==> src/rtl/tsw_pkg.sv <==
package tsw_pkg;
  typedef enum logic [1:0] {
    MODE_CTRL  = 2'd0,
    MODE_TRUE  = 2'd1,
    MODE_FALSE = 2'd2
  } mode_e;

  localparam int unsigned NUM_OUT = 2;
  localparam int unsigned OUT_T   = 0;
  localparam int unsigned OUT_F   = 1;
endpackage

==> src/rtl/tsw_mode_fsm.sv <==
module tsw_mode_fsm
  import tsw_pkg::*;
(
  input  logic  clk_i,
  input  logic  rst_ni,
  input  logic  ctl_valid_i,
  input  logic  ctl_bit_i,
  input  logic  dat_fire_i,
  output mode_e mode_o
);
  mode_e mode_q, mode_d;

  always_comb begin
    mode_d = mode_q;
    unique case (mode_q)
      MODE_CTRL:  if (ctl_valid_i) mode_d = ctl_bit_i ? MODE_TRUE : MODE_FALSE;
      MODE_TRUE,
      MODE_FALSE: if (dat_fire_i) mode_d = MODE_CTRL;
      default:    mode_d = MODE_CTRL;
    endcase
  end

  always_ff @(posedge clk_i or negedge rst_ni) begin
    if (!rst_ni) mode_q <= MODE_CTRL;
    else         mode_q <= mode_d;
  end

  assign mode_o = mode_q;

  p_ctl_select_r3: assert property (@(posedge clk_i) disable iff (!rst_ni)
    (mode_q == MODE_CTRL && ctl_valid_i) |=>
      (mode_q == ($past(ctl_bit_i) ? MODE_TRUE : MODE_FALSE)));

  p_data_return_r6: assert property (@(posedge clk_i) disable iff (!rst_ni)
    (mode_q != MODE_CTRL && dat_fire_i) |=> (mode_q == MODE_CTRL));

  p_data_hold_r8: assert property (@(posedge clk_i) disable iff (!rst_ni)
    (mode_q != MODE_CTRL && !dat_fire_i) |=> $stable(mode_q));
endmodule

==> src/rtl/tsw_route.sv <==
module tsw_route
  import tsw_pkg::*;
#(
  parameter int unsigned DATA_W = 8
) (
  input  logic                           clk_i,
  input  logic                           rst_ni,
  input  mode_e                          mode_i,
  input  logic                           dat_valid_i,
  input  logic [DATA_W-1:0]              dat_i,
  input  logic [NUM_OUT-1:0]             out_ready_i,
  output logic [NUM_OUT-1:0]             out_valid_o,
  output logic [NUM_OUT-1:0][DATA_W-1:0] out_data_o,
  output logic                           dat_ready_o,
  output logic                           ctl_ready_o
);
  logic [NUM_OUT-1:0] sel;

  for (genvar i = 0; i < NUM_OUT; i++) begin : g_out
    localparam mode_e OwnMode = (i == OUT_T) ? MODE_TRUE : MODE_FALSE;
    assign sel[i]         = (mode_i == OwnMode);
    assign out_valid_o[i] = sel[i] & dat_valid_i;
    assign out_data_o[i]  = sel[i] ? dat_i : '0;
  end

  assign dat_ready_o = |(sel & out_ready_i);
  assign ctl_ready_o = (mode_i == MODE_CTRL);

  p_one_valid_r9: assert property (@(posedge clk_i) disable iff (!rst_ni)
    $onehot0(out_valid_o));

  // control mode never touches the data side
  p_ctrl_quiet_r2: assert property (@(posedge clk_i) disable iff (!rst_ni)
    ctl_ready_o |-> (!dat_ready_o && out_valid_o == '0));
endmodule

==> src/rtl/tsw_switch.sv <==
module tsw_switch
  import tsw_pkg::*;
#(
  parameter int unsigned DATA_W = 8
) (
  input  logic              clk_i,
  input  logic              rst_ni,
  input  logic              ctl_valid_i,
  output logic              ctl_ready_o,
  input  logic              ctl_bit_i,
  input  logic              dat_valid_i,
  output logic              dat_ready_o,
  input  logic [DATA_W-1:0] dat_i,
  output logic              t_valid_o,
  input  logic              t_ready_i,
  output logic [DATA_W-1:0] t_data_o,
  output logic              f_valid_o,
  input  logic              f_ready_i,
  output logic [DATA_W-1:0] f_data_o
);
  mode_e                          mode;
  logic                           dat_fire;
  logic [NUM_OUT-1:0]             out_valid;
  logic [NUM_OUT-1:0]             out_ready;
  logic [NUM_OUT-1:0][DATA_W-1:0] out_data;

  assign out_ready[OUT_T] = t_ready_i;
  assign out_ready[OUT_F] = f_ready_i;
  assign dat_fire         = dat_valid_i & dat_ready_o;

  tsw_mode_fsm u_fsm (
    .clk_i       (clk_i),
    .rst_ni      (rst_ni),
    .ctl_valid_i (ctl_valid_i),
    .ctl_bit_i   (ctl_bit_i),
    .dat_fire_i  (dat_fire),
    .mode_o      (mode)
  );

  tsw_route #(.DATA_W(DATA_W)) u_route (
    .clk_i       (clk_i),
    .rst_ni      (rst_ni),
    .mode_i      (mode),
    .dat_valid_i (dat_valid_i),
    .dat_i       (dat_i),
    .out_ready_i (out_ready),
    .out_valid_o (out_valid),
    .out_data_o  (out_data),
    .dat_ready_o (dat_ready_o),
    .ctl_ready_o (ctl_ready_o)
  );

  assign t_valid_o = out_valid[OUT_T];
  assign t_data_o  = out_data[OUT_T];
  assign f_valid_o = out_valid[OUT_F];
  assign f_data_o  = out_data[OUT_F];

  p_ctl_blocked_r7: assert property (@(posedge clk_i) disable iff (!rst_ni)
    (t_valid_o || f_valid_o) |-> !ctl_ready_o);

  p_data_after_ctl_r6: assert property (@(posedge clk_i) disable iff (!rst_ni)
    (dat_valid_i && dat_ready_o) |=> ctl_ready_o);
endmodule

==> config.mk <==
export PLATFORM = sky130hd
export DESIGN_NAME = tsw_switch
export DESIGN_NICKNAME = d
export VERILOG_FILES = /design/src/rtl/tsw_pkg.sv /design/src/rtl/tsw_mode_fsm.sv /design/src/rtl/tsw_route.sv /design/src/rtl/tsw_switch.sv
export SDC_FILE = /design/constraint.sdc
export NUM_CORES = 1
export LEC_CHECK = 0
export ABC_AREA = 1
export BUFFER_PORTS_ARGS = -buffer_cell sky130_fd_sc_hd__buf_4
export CAP_MARGIN = 0
export CORE_AREA = 2 2 39 41
export CTS_CLUSTER_SIZE = 14
export DETAILED_ROUTE_END_ITERATION = 10
export DIE_AREA = 0 0 41 43
export MAX_ROUTING_LAYER = met4
export PLACE_DENSITY = 0.66
export SLEW_MARGIN = 20
export SYNTH_ARGS = -nofsm -noshare
export SYNTH_HDL_FRONTEND = slang
export SYNTH_SLANG_ARGS = --single-unit
==> constraint.sdc <==
create_clock -name clk_i -period 1.7 [get_ports clk_i]
set_clock_uncertainty 0.1 [all_clocks]
set_input_delay 0.085 -clock clk_i [delete_from_list [all_inputs] [get_ports clk_i]]
set_output_delay 0.085 -clock clk_i [all_outputs]
set_load 0.01 [all_outputs]
==> summary.md <==
| Metric | Value |
|---|---|
| Outcome | `complete, no violations` |
| First-pass GRT wire length | `1.317 mm` |
| Unique masters post-synth | `10` |
| Longest Clk Path Bufs | `2` |
| Power per cell area | `1216 mW/mm2` |
| Cts hold-fix bufs | `1` |
| Worst setup EP type | `primary output` |
| 1st-iter DRT viols | `2` |
| Setup Total Neg Slack | `0 ps` |
| YS warnings | `0` |
| Final period util | `88.39%` |
| I/O pins | `35` |
| Peak supply drop | `650.5 uV` |
| Drt pass-1 iters | `2` |
| Max-slew headroom | `90.38%` |
| Area delta synth->final | `83.62%` |
| Clock root buffer | `clkbuf_4` |
| Core area | `0.001384 mm2` |
| Die width | `41 um` |
| Grt ovf | `0` |
| Pin count of the biggest net entering global routing | `10` |
| Rows | `14` |
| Wire length per cell | `7.655 um` |
| Post-Route WL | `888 um` |
| Routed vias | `445` |
| Adder-cell share of the synthesized area | `10.45%` |
| Antenna diode count | `0` |
| Met2 WL | `473 um` |
| Final hold vios | `0` |
| Syn Nets | `80` |
| Worst hold path class | `input port to flip-flop` |
| Largest family of logic cells by synthesized area | `simple AND/OR/NAND/NOR gates` |
| Initial antenna violation count | `0` |
| Skew-Pair Late Insertion Delay | `220 ps` |
| CTS resizes | `0` |
| Number of routed nets with antenna violations | `0` |
| Required @ worst endpoint | `1510 ps` |
| Initial Utilization | `25.95%` |
| Simple-gate share of the synthesized area | `46.34%` |
| Final setup fails | `0` |
| Vias in the first global route | `376` |
| Max cap viols | `0` |
| Placer Congestion | `0.6575` |
| CTS tree | `yes` |
| Clk slew on worst S/H paths | `30 ps` |
| Multi-input logic area | `203.9 um2` |
| CP Class | `flip-flop to primary output` |
| H-tree levels | `1` |
| Seq cells post-synth | `2` |
| Total Routing Usage GR | `11.01%` |
| Fin nets | `120` |
| DIE AREA | `0.001763 mm2` |
| Number of fill cells | `151` |
| Post-Synthesis Cells | `62` |
| Total Power | `0.8020 mW` |
| Area leader, netlist | `nand2_1` |
| Fin. max-slew vios | `0` |
| Die Span Y | `43 um` |
| Register area share after synthesis | `13.94%` |
| Most common cell after layout, fill and taps aside | `buf_4` |
| Max Used Layer | `met3` |
| Top cells by area, synth | `nand2_1 (24%), inv_1 (23%), dfrtp_1 (14%), nand2_4 (13%), ha_1 (10%)` |
| RSZ-0062 raised after global routing | `no` |
| Critical R2R Launch | `u_fsm.mode_o[0]` |
| Synthesized area per cell | `5.792 um2` |
| CP max FO | `9` |
| DR vias/cell | `3.836` |
| CTS buffer count | `3` |
| Arrival @ worst endpoint | `1320 ps` |
| Top-area cell type share of the netlist area | `24.04%` |
| Fraction of layout cells with a size suffix above 1 | `46.00%` |
| Compound-Gate Fraction of Synth Area | `0%` |
| Sequential cell area | `50.05 um2` |
| DRC Markers | `0` |
| Metal3 WL | `103 um` |
| PortBufs | `34` |
| Post-CTS setup repair buffer count | `0` |
| Crit path time final | `1503 ps` |
| Fmax | `665.5 MHz` |
| Mapped cell area | `359.1 um2` |
| CP startpoint kind | `flip-flop` |
| LEAKAGE | `0.5136 nW` |
| R2R cell count | `6` |
| Sink Count | `2` |
| Post-Synth XOR/XNOR Area | `0%` |
| Max reg flops | `2` |
| Worst-margin pin slew | `144.3 ps` |
| Crit path launch | `u_fsm.mode_o[1]` |
| Most frequent cells in the layout | `buf_4 (36), nand2_1 (23), inv_1 (22), nand2_4 (4)` |
| Worst Hold Launch | `ctl_bit_i` |
| Wl on met1 | `311 um` |
| Mux cell area share after synthesis | `0%` |
| HPWL Detailed | `752.7 um` |
| Hold Path Depth | `4` |
## power by group
group / internal [mW] / switching [mW] / leakage, nW
Sequential: 0.0678 / 0.0159 / 0.0258
Clock: 0.0778 / 0.0263 / 0.0138
Combinational: 0.300 / 0.315 / 0.474
Total: 0.445 / 0.357 / 0.514
## synthesized netlist by cell type (all sizes together)
library cell and instances:
or2 1, inv 22, ha 3, nor2 1, dfrtp 2, nand2 29
buf 2, nand3 2
## cells by family (layout without fill, tap and decap cells)
logic type	count (synthesis)	in the layout
simple gates	33	33
fa+ha+maj	3	3
buf+inv	24	62
flops	2	2
## worst max-delay path: stages (launching register included)
cell and delay, ps:
dfrtp_1 390, inv_1 90, ha_1 220, buf_4 190, nand2_1 60, inv_1 50
buf_4 110
## routing by layer
metal	vias to the layer above	track usage, %
met5	-	-
met4	0	6.000
met3	0	1.571
met2	23	20.31
met1	181	9.646
li1	241	-
## cell type report
cell class / instances / area share [%]
Timing Repair Buffer: 37 / 42.50
Sequential cell: 2 / 7.590
Tap cell: 16 / 3.036
Clock buffer: 3 / 3.416
Inverter: 22 / 12.52
Multi-Input combinational cell: 36 / 30.93
## final timing paths
check                             endpoint  slack, ps
max reg2reg                u_fsm.mode_o[1]        380
min reg2reg                u_fsm.mode_o[0]        410
min                        u_fsm.mode_o[1]         50
max in group asynchronous  u_fsm.mode_o[1]       1320
max                            t_data_o[0]        200
min in group asynchronous  u_fsm.mode_o[0]         90
## metrics by stage
step                      cell area, um2  hold WS (ps)  setup slack [ps]  instances  utilization (%)
final                              659.4         46.16             197.4        116            47.65
after global placement             626.9        -230.3             423.3        112            45.30
after CTS                          659.4         37.20             172.7        116            47.65
after floorplan                    359.1        -310.6             395.8         62                -
after detailed placement           626.9        -230.6             378.7        112            45.30
after global routing               659.4         85.50             83.16        116            47.65
Power figures use the tool's default switching activity.
